===== src/rtl/mps_pkg.sv =====
// Package: shared types of the memory power-up sequencer.
// Assumes: nothing; types only.
package mps_pkg;

    // Sequencer phases: reset hold, calibration wait, lock wait, running.
    typedef enum logic [1:0] {
        ST_HOLD = 2'd0,
        ST_CAL  = 2'd1,
        ST_LOCK = 2'd2,
        ST_RUN  = 2'd3
    } mps_state_t;

    // Which window length is loaded into the wait timer.
    typedef enum logic [1:0] {
        LD_MS   = 2'd0,
        LD_CAL  = 2'd1,
        LD_LOCK = 2'd2
    } mps_ld_t;

endpackage


===== src/rtl/mps_timer.sv =====
// Module: mps_timer
// Loadable down-counter that saturates at zero and flags when it is there.
// Assumes: load_val holds the window length minus one; during rst_n low the
// caller presents the value to start from after reset.
module mps_timer #(
    parameter int W = 18
) (
    input  logic         clk,
    input  logic         rst_n,
    input  logic         load,
    input  logic [W-1:0] load_val,
    input  logic         dec,
    output logic         zero
);

    logic [W-1:0] cnt;

    // Count register: load on reset or request, else step down to zero.
    always_ff @(posedge clk) begin
        if (!rst_n || load) begin
            cnt <= load_val;
        end else if (dec && (cnt != '0)) begin
            cnt <= cnt - 1'b1;
        end
    end

    // Expiry flag.
    assign zero = (cnt == '0);

endmodule


===== src/rtl/mps_fsm.sv =====
// Module: mps_fsm
// Phase controller: decides transitions, timer reloads and pin levels.
// Assumes: hold_en and cyc_per_ms are static while a sequence runs; the
// timer reports zero after exactly the loaded number of cycles.
module mps_fsm
    import mps_pkg::*;
(
    input  logic    clk,
    input  logic    rst_n,
    input  logic    hold_en,
    input  logic    pll_early,
    input  logic    clk_stable,
    input  logic    rerst_req,
    input  logic    tmr_zero,
    output logic    tmr_ld,
    output mps_ld_t tmr_sel,
    output logic    tmr_dec,
    output logic    mem_rst,
    output logic    mem_pll,
    output logic    ready,
    output logic    busy
);

    mps_state_t state, state_nxt;
    logic       early_q;
    logic       hold_done;

    // The millisecond hold counts as done when it is bypassed or has expired.
    assign hold_done = !hold_en || tmr_zero;

    // Next-phase and timer-reload decision.
    always_comb begin
        state_nxt = state;
        tmr_ld    = 1'b0;
        tmr_sel   = LD_MS;
        unique case (state)
            ST_HOLD: begin
                if (hold_done && clk_stable) begin
                    state_nxt = ST_CAL;
                    tmr_ld    = 1'b1;
                    tmr_sel   = LD_CAL;
                end
            end
            ST_CAL: begin
                if (rerst_req) begin
                    state_nxt = ST_HOLD;
                    tmr_ld    = 1'b1;
                end else if (tmr_zero) begin
                    state_nxt = ST_LOCK;
                    tmr_ld    = 1'b1;
                    tmr_sel   = LD_LOCK;
                end
            end
            ST_LOCK: begin
                if (rerst_req) begin
                    state_nxt = ST_HOLD;
                    tmr_ld    = 1'b1;
                end else if (tmr_zero) begin
                    state_nxt = ST_RUN;
                end
            end
            default: begin
                if (rerst_req) begin
                    state_nxt = ST_HOLD;
                    tmr_ld    = 1'b1;
                end
            end
        endcase
    end

    // Phase register; block reset restarts at the reset hold.
    always_ff @(posedge clk) begin
        if (!rst_n) begin
            state <= ST_HOLD;
        end else begin
            state <= state_nxt;
        end
    end

    // Capture the PLL ordering at the moment the memory leaves reset.
    always_ff @(posedge clk) begin
        if (!rst_n) begin
            early_q <= 1'b0;
        end else if (state == ST_HOLD && state_nxt == ST_CAL) begin
            early_q <= pll_early;
        end
    end

    // Pin and status decode from the registered phase.
    assign tmr_dec = (state != ST_RUN);
    assign mem_rst = (state == ST_HOLD);
    assign mem_pll = (state == ST_LOCK) || (state == ST_RUN) ||
                     ((state == ST_CAL) && early_q);
    assign busy    = (state != ST_RUN);
    assign ready   = (state == ST_RUN) && !rerst_req;

    // Running is only ever entered from the lock wait.
    AST_RUN_AFTER_LOCK: assert property (@(posedge clk) disable iff (!rst_n)
        (state == ST_RUN && $past(state) != ST_RUN) |-> ($past(state) == ST_LOCK))
        else $error("run entered without lock wait");

endmodule


===== src/rtl/mem_pwrup_seq.sv =====
// Module: mem_pwrup_seq (top)
// Drives a synchronous memory's reset and PLL-enable pins through the
// power-up order: optional 1 ms reset pulse, release on stable clocks,
// calibration wait, PLL lock wait, then ready.
// Assumes: configuration inputs are static during a sequence; CAL_CYC and
// LOCK_CYC are at least 1.
module mem_pwrup_seq
    import mps_pkg::*;
#(
    parameter int MS_W     = 20,
    parameter int CAL_CYC  = 229376,
    parameter int LOCK_CYC = 65536
) (
    input  logic            clk,
    input  logic            rst_n,
    input  logic [MS_W-1:0] cyc_per_ms,
    input  logic            hold_en,
    input  logic            pll_early,
    input  logic            clk_stable,
    input  logic            rerst_req,
    output logic            mem_rst,
    output logic            mem_pll,
    output logic            ready,
    output logic            busy
);

    localparam int CAL_W  = $clog2(CAL_CYC + 1);
    localparam int LCK_W  = $clog2(LOCK_CYC + 1);
    localparam int WAIT_W = (CAL_W > LCK_W) ? CAL_W : LCK_W;
    localparam int CNT_W  = (WAIT_W > MS_W) ? WAIT_W : MS_W;

    localparam logic [CNT_W-1:0] CAL_LD  = CNT_W'(CAL_CYC - 1);
    localparam logic [CNT_W-1:0] LOCK_LD = CNT_W'(LOCK_CYC - 1);

    logic             tmr_ld;
    logic             tmr_dec;
    logic             tmr_zero;
    mps_ld_t          tmr_sel;
    logic [CNT_W-1:0] ms_ld;
    logic [CNT_W-1:0] ld_val;

    // One-millisecond reload value, a zero setting acting as one cycle.
    assign ms_ld = (cyc_per_ms == '0) ? '0 : CNT_W'(cyc_per_ms - 1'b1);

    // Reload selection; block reset always primes the millisecond hold.
    always_comb begin
        if (!rst_n || tmr_sel == LD_MS) begin
            ld_val = ms_ld;
        end else if (tmr_sel == LD_CAL) begin
            ld_val = CAL_LD;
        end else begin
            ld_val = LOCK_LD;
        end
    end

    mps_timer #(
        .W (CNT_W)
    ) u_timer (
        .clk      (clk),
        .rst_n    (rst_n),
        .load     (tmr_ld),
        .load_val (ld_val),
        .dec      (tmr_dec),
        .zero     (tmr_zero)
    );

    mps_fsm u_fsm (
        .clk        (clk),
        .rst_n      (rst_n),
        .hold_en    (hold_en),
        .pll_early  (pll_early),
        .clk_stable (clk_stable),
        .rerst_req  (rerst_req),
        .tmr_zero   (tmr_zero),
        .tmr_ld     (tmr_ld),
        .tmr_sel    (tmr_sel),
        .tmr_dec    (tmr_dec),
        .mem_rst    (mem_rst),
        .mem_pll    (mem_pll),
        .ready      (ready),
        .busy       (busy)
    );

    AST_RDY_PINS_OK: assert property (@(posedge clk) disable iff (!rst_n)
        ready |-> (mem_pll && !mem_rst && !busy))
        else $error("ready with wrong pin state");

    AST_PLL_LOW_IN_RST: assert property (@(posedge clk) disable iff (!rst_n)
        mem_rst |-> !mem_pll)
        else $error("PLL pin high while memory in reset");

    AST_RELEASE_ON_STABLE: assert property (@(posedge clk) disable iff (!rst_n)
        $fell(mem_rst) |-> $past(clk_stable))
        else $error("reset released without stable clocks");

    AST_RERST_TAKES_EFFECT: assert property (@(posedge clk) disable iff (!rst_n)
        (!mem_rst && rerst_req) |=> (mem_rst && !mem_pll && busy))
        else $error("re-reset request not honoured");

    AST_RERST_IGNORED_IN_RST: assert property (@(posedge clk) disable iff (!rst_n)
        (mem_rst && rerst_req && !clk_stable) |=> mem_rst)
        else $error("re-reset request disturbed the reset hold");

endmodule


===== config.mk =====
export PLATFORM = sky130hd
export DESIGN_NAME = mem_pwrup_seq
export DESIGN_NICKNAME = d
export VERILOG_FILES = /design/src/rtl/mps_pkg.sv /design/src/rtl/mps_timer.sv /design/src/rtl/mps_fsm.sv /design/src/rtl/mem_pwrup_seq.sv
export SDC_FILE = /design/constraint.sdc
export NUM_CORES = 1
export LEC_CHECK = 0
export ABC_CLOCK_PERIOD_IN_PS = 3800
export BUFFER_PORTS_ARGS = -buffer_cell sky130_fd_sc_hd__buf_2
export CORE_ASPECT_RATIO = 1.5
export CORE_UTILIZATION = 51
export CTS_CLUSTER_SIZE = 10
export DETAILED_ROUTE_END_ITERATION = 6
export PLACE_DENSITY = 0.76
export SLEW_MARGIN = 15
export SYNTH_ARGS = -nofsm -noshare
export SYNTH_HDL_FRONTEND = slang
export SYNTH_HIERARCHICAL = 1
export SYNTH_SLANG_ARGS = --single-unit

===== constraint.sdc =====
create_clock -name clk -period 3.8 [get_ports clk]
set_input_delay 0.76 -clock clk [delete_from_list [all_inputs] [get_ports clk]]
set_output_delay 0.76 -clock clk [all_outputs]
set_load 0.1 [all_outputs]

After elaboration in Yosys (flattened, before gate mapping) --
Index checks and enable logic that the tools add are counted.
Word-level totals: flip-flop bits (word level) 23, latch bits 0, bits in writable memories 0, ROM bits 0, bits of input ports 26, output and inout port bits 4, logic and storage cells 51, memories kept 0
Cells by class: add/subtract/negate cells 2, multiply operators 0, divide/modulo/power cells 0, $lt $le $gt $ge 0, equal/unequal tests 6, shifts and indexed selects 0, mux-type cells 21, bitwise operators 0, reduce and logical (&&, ||, !) cells 19
Operators with widths (number):
- $mux 20 | 4
- $logic_not 20->1 | 2
- $sub 20x1->20 const B | 2
- $reduce_bool 20->1 | 1
- $mux 18 | 1
- $mux 2 | 8
- $eq 2x1->1 const B | 3
- $pmux 2 s3 | 1
- $logic_and 1x1->1 | 5
- $logic_or 1x1->1 | 5
- $mux 1 | 5
- $eq 2x2->1 const B | 2
- $logic_not 2->1 | 2
- $pmux 2 s2 | 1
- $logic_not 1->1 | 3
- $ne 2x2->1 const B | 1
- $pmux 1 s2 | 1
- $reduce_bool 2->1 | 1

Depth between registers and ports, before layout --
depth after elaboration 9, gate-level depth with buffers 13, mapped depth without buffers 12

Cells and area by module --
Netlist, hierarchy kept.
By module, submodules not included:
- mps_timer | instances 1, cells each 124, area each 1218.7 µm², seq. area each 600.6 µm²
- mem_pwrup_seq | instances 1, cells each 89, area each 565.5 µm², seq. area each 0.0 µm²
- mps_fsm | instances 1, cells each 24, area each 191.4 µm², seq. area each 60.1 µm²

Least setup slack after synthesis --
No wires, ideal clock.
path kind register to register, start point reg u_timer.cnt[14], end point reg u_timer.cnt[0] (enable), setup time 0.425 ns, data arrival time 3.134 ns, required time 3.375 ns, setup slack 0.241 ns, cell stages (with the launch flop) 11, path buffers 2, clock period less this slack 3.559 ns, path through edfxtp_1 or3_1 or4_1 nor3_1 nand2b_1 and3_1 buf_6 o21bai_1 nor2b_1 clkbuf_1 o21ai_0
Between the ends: word-level cells in the longest chain between the ends 7, elaborated cells between the ends (all ways) 11, those cells by class 4 x mux; 7 x reduce/logical
RTL lines:
- from (decl) | RTL line mps_timer.sv:16 | logic [W-1:0] cnt;
- from (signal assigned) | RTL line mps_timer.sv:21 | cnt <= load_val;
- from (signal assigned) | RTL line mps_timer.sv:23 | cnt <= cnt - 1'b1;
- $logic_not 20->1 (*) | RTL line mps_timer.sv:28 | assign zero = (cnt == '0);
- net tmr_zero | RTL line mem_pwrup_seq.sv:37 | logic tmr_zero;
- $logic_or 1x1->1 | RTL line mps_fsm.sv:29 | assign hold_done = !hold_en || tmr_zero;
- $logic_and 1x1->1 | RTL line mps_fsm.sv:38 | if (hold_done && clk_stable) begin
- $mux 1 | RTL line mps_fsm.sv:38
- $pmux 1 s2 (*) | RTL line mps_fsm.sv:36 | unique case (state)
- net tmr_ld | RTL line mem_pwrup_seq.sv:35 | logic tmr_ld;
- $logic_or 1x1->1 (*) | RTL line mps_timer.sv:20 | if (!rst_n || load) begin
- $reduce_bool 2->1 (no source line) (*)
Mark *: on every way through the listed nets, which the timed path passes. The rest lies on a longest branch. A chain may end at the register's enable or synchronous reset.

Worst setup path in the final report --
start point reg u_timer.cnt[14], end point reg u_timer.cnt[15], data pin
Between the ends: word-level cells in the longest chain between the ends 9, elaborated cells between the ends (all ways) 20, those cells by class 1 x add/sub; 1 x eq/ne; 12 x mux; 6 x reduce/logical
RTL lines:
- $logic_not 20->1 (*) | RTL line mps_timer.sv:28
- net tmr_zero | RTL line mem_pwrup_seq.sv:37
- $logic_or 1x1->1 (*) | RTL line mps_fsm.sv:29
- $logic_and 1x1->1 (*) | RTL line mps_fsm.sv:38
- $mux 1 (*) | RTL line mps_fsm.sv:38
- $pmux 2 s2 (*) | RTL line mps_fsm.sv:36
- net tmr_sel[0] | RTL line mem_pwrup_seq.sv:38 | mps_ld_t tmr_sel;
- $eq 2x1->1 or $logic_not 2->1 (tied branches) | RTL line mem_pwrup_seq.sv:49, mem_pwrup_seq.sv:47
- $mux 18 or $logic_or 1x1->1 (tied branches) | RTL line mem_pwrup_seq.sv:49, mem_pwrup_seq.sv:47
- $mux 20 (*) | RTL line mem_pwrup_seq.sv:47 | if (!rst_n || tmr_sel == LD_MS) begin
- net ld_val[15] | RTL line mem_pwrup_seq.sv:40 | logic [CNT_W-1:0] ld_val;
- $mux 20 (*) | RTL line mps_timer.sv:20
Mark *: on every way through the listed nets, which the timed path passes. The rest lies on a longest branch. The select of a mux whose other input is x is not followed.

==> summary.md <==
| Metric | Value |
|---|---|
| Std cell rows | `27` |
| I/O pin count | `30` |
| Register area share after synthesis | `0.3344` |
| Max-slew violation count | `0` |
| Routed vias | `1791` |
| Area Growth Syn to Fin | `12.22%` |
| DRT Pass-1 Iters | `4` |
| Worst Tran Pin Value | `0.8299 ns` |
| Post-DP HPWL | `3.366 mm` |
| Grt ovf | `0` |
| Die Wd | `52.82 um` |
| Vias per cell | `5.796` |
| Gate Count Post-Synth | `237` |
| Synth Register Bits | `23` |
| CTS root buf | `clkbuf_8` |
| Hold path start | `u_fsm/early_q$_SDFFE_PN0P_` |
| Leakage | `0.7785 nW` |
| Sequential Power Share | `0.532` |
| Clk sink count | `23` |
| Number of global-route vias before repair | `1622` |
| Hold Path Class | `flip-flop to flip-flop` |
| Post-DRT Antenna Nets | `0` |
| Post-layout min period | `3.306 ns` |
| Critical path class | `flip-flop to flip-flop` |
| CTS max path bufs | `2` |
| Antenna violations before repair | `0` |
| Sw frac | `0.3044` |
| Pwr Density | `297.7 mW/mm^2` |
| PortBufs | `29` |
| R2R depth | `11` |
| Comb pwr share | `0.239` |
| Crit Path Max Fanout | `17` |
| Setup crit start kind | `flip-flop` |
| Max-slew headroom | `0.4430` |
| Largest net degree at the start of global routing | `30` |
| H-Tree Depth | `1` |
| First DRT Iteration DRCs | `35` |
| Final hold violation count | `0` |
| First-pass GRT wire length | `7.189 mm` |
| WP data required | `3.91 ns` |
| Switching pwr | `0.2009 mW` |
| Final Setup Violations | `0` |
| Die area | `0.004132 sq mm` |
| RR Startpoint | `u_timer/cnt[14]$_DFFE_PP_` |
| Antenna cells | `0` |
| Commonest non-fill, non-tap cell in the layout | `o21ai_0` |
| TritonCTS buffer count | `3` |
| Number of max-cap violations | `0` |
| Initial core utilization | `0.5365` |
| CP Capture Type | `flip-flop` |
| Max Clk Rate | `0.3025 GHz` |
| CTS clk-pin slew, worst paths | `0.08 ns` |
| CTS tree | `yes` |
| Mapped cell area | `0.001976 sq mm` |
| RR Endpoint | `u_timer/cnt[15]$_DFFE_PP_` |
| Setup_tns | `0 ns` |
| Setup crit start | `u_timer/cnt[14]$_DFFE_PP_` |
| Chip Height | `78.23 um` |
| CORE AREA | `0.003682 sq mm` |
| Overall Global Routing Usage | `0.2315` |
| Clk pwr share | `0.228` |
| Per-cell routed wire length | `13.86 um` |
| Synth unique cells | `43` |
| Final #Nets | `297` |
| Status | `complete, no violations` |
| Layout cell share with drive strength beyond 1 | `0.1767` |
| Detailed Route WL | `4.282 mm` |
| Crit path DAT | `3.42 ns` |
| Post-route DRC violation count | `0` |
| R2r setup slk | `0.49 ns` |
| RSZ-0062 raised after global routing | `false` |
| Post-layout util | `0.6021` |
| Crit path to | `u_timer/cnt[15]$_DFFE_PP_` |
| Syn_area_per_cell | `8.336 sq um` |
| Max IR drop VDD | `0.1583 mV` |
| P_int | `0.4590 mW` |
| Layout Skew | `0.003179 ns` |
| Syn_nets | `267` |
| Commonest cells after routing, fill and taps aside | `o21ai_0, buf_2, nand2_1` |
| GPL Wtd Cong | `0.8190` |
| Skew-Pair Late Insertion Delay | `0.26 ns` |
| Tcrit/Tclk final | `0.8699` |
| Synth Warn # | `6` |
critical path, cell delays in order, from the launching register on:
cell and delay, ns:
edfxtp_1 0.44, or3_1 0.44, or4_1 0.48, nor3_2 0.34
nand2b_1 0.15, and3_1 0.30, o21ai_1 0.35, nand2_1 0.16
nor3_1 0.05, nor3b_1 0.20, nor2_1 0.08, a31oi_1 0.17
cell families after synthesis:
| kind of cell | synth area share |
|---|---|
| simple gates | 0.3065 |
| buf+inv | 0.03800 |
| mux | 0.01013 |
| fa+ha+maj | 0.02533 |
| compound gates | 0.1837 |
| flops | 0.3344 |
| xor+xnor | 0.1020 |
area by class of cell:
class / count / area (sq um)
Tap cell: 43 / 53.80
Multi-Input combinational cell: 198 / 1245
Sequential cell: 23 / 660.6
Timing Repair Buffer: 35 / 190.2
Clock buffer: 4 / 45.04
Inverter: 6 / 22.52
Fill cell: 346 / 1465
synthesized netlist by cell type:
cell | instances | area (sq um)
a21oi_1 | 4 | 20.02
a31oi_1 | 5 | 31.28
and3_1 | 1 | 6.260
and3b_1 | 1 | 8.760
and4bb_1 | 1 | 12.51
buf_4 | 1 | 7.510
buf_6 | 1 | 11.26
clkbuf_1 | 5 | 18.77
clkbuf_2 | 3 | 15.01
dfxtp_1 | 3 | 60.06
edfxtp_1 | 20 | 600.6
ha_1 | 4 | 50.05
inv_1 | 6 | 22.52
mux2i_1 | 2 | 20.02
nand2_1 | 26 | 97.59
nand2b_1 | 3 | 18.77
nand3_1 | 5 | 25.02
nand3b_1 | 2 | 15.01
nand4_1 | 4 | 25.02
nand4b_1 | 1 | 8.760
nor2_1 | 17 | 63.81
nor2_2 | 2 | 12.51
nor2b_1 | 2 | 12.51
nor3_1 | 9 | 45.04
nor3b_1 | 2 | 15.01
nor4_1 | 5 | 31.28
nor4_2 | 2 | 25.02
nor4b_1 | 1 | 8.760
nor4bb_1 | 1 | 10.01
o21a_1 | 4 | 30.03
o21ai_0 | 36 | 180.2
o21ai_1 | 1 | 5.000
o21bai_1 | 1 | 7.510
o31a_1 | 5 | 43.79
o31ai_1 | 6 | 45.04
or2_2 | 1 | 6.260
or3_1 | 8 | 50.05
or3b_1 | 1 | 8.760
or4_1 | 9 | 67.56
or4_4 | 1 | 11.26
or4b_2 | 2 | 20.02
xnor2_1 | 11 | 96.34
xor2_1 | 12 | 105.1
worst min path at each step:
stage / end / depth (start not counted) / slack, ns
2_1_floorplan: u_fsm/early_q$_SDFFE_PN0P_ / 2 / 0.43
3_3_place_gp: u_fsm/early_q$_SDFFE_PN0P_ / 2 / 0.46
3_5_place_dp: u_fsm/early_q$_SDFFE_PN0P_ / 2 / 0.46
4_1_cts: u_fsm/early_q$_SDFFE_PN0P_ / 2 / 0.47
5_1_grt: u_fsm/early_q$_SDFFE_PN0P_ / 2 / 0.48
6_report: u_fsm/early_q$_SDFFE_PN0P_ / 2 / 0.47
flip-flops by register name, summed over array words and instances (netlist names):
| name | count |
|---|---|
| u_timer/cnt | 20 |
| u_fsm/early_q | 1 |
| u_fsm/state | 2 |
power groups by stage:
| stage | Combinational [mW] | Clock [mW] | Sequential, mW |
|---|---|---|---|
| after CTS | 0.157 | 0.154 | 0.350 |
| after floorplan | 0.111 | 0 | 0.346 |
| final | 0.158 | 0.151 | 0.351 |
| after detailed placement | 0.155 | 0 | 0.356 |
| after global routing | 0.181 | 0.164 | 0.355 |
| after global placement | 0.154 | 0 | 0.354 |
per-layer routing:
layer / wire length, um / global-route usage / vias to the layer above
li1: - / - / 943
met1: 1882 / 0.3071 / 799
met2: 2226 / 0.3797 / 43
met3: 102 / 0.02326 / 6
met4: 71 / 0.08421 / 0
met5: 0 / 0 / -
per-stage QoR:
step | cell area (sq um) | setup WS (ns) | cells | power (mW) | hold slack, ns
2_1_floorplan | 1976 | 0.2412 | 237 | 0.4565 | 0.4350
3_3_place_gp | 2167 | 0.5857 | 305 | 0.5077 | 0.4603
3_5_place_dp | 2167 | 0.4233 | 305 | 0.5112 | 0.4618
4_1_cts | 2212 | 0.3987 | 309 | 0.6617 | 0.4721
5_1_grt | 2217 | 0.1741 | 309 | 0.7001 | 0.4836
6_report | 2217 | 0.4945 | 309 | 0.6599 | 0.4716
repair_timing:
| action | in CTS | in global routing |
|---|---|---|
| setup endpoints to repair | 0 | 1 |
| resized for setup | 0 | 1 |
| setup buffers | 0 | 0 |
| hold buffers | 0 | 0 |
(Power assumes the default switching activity.)
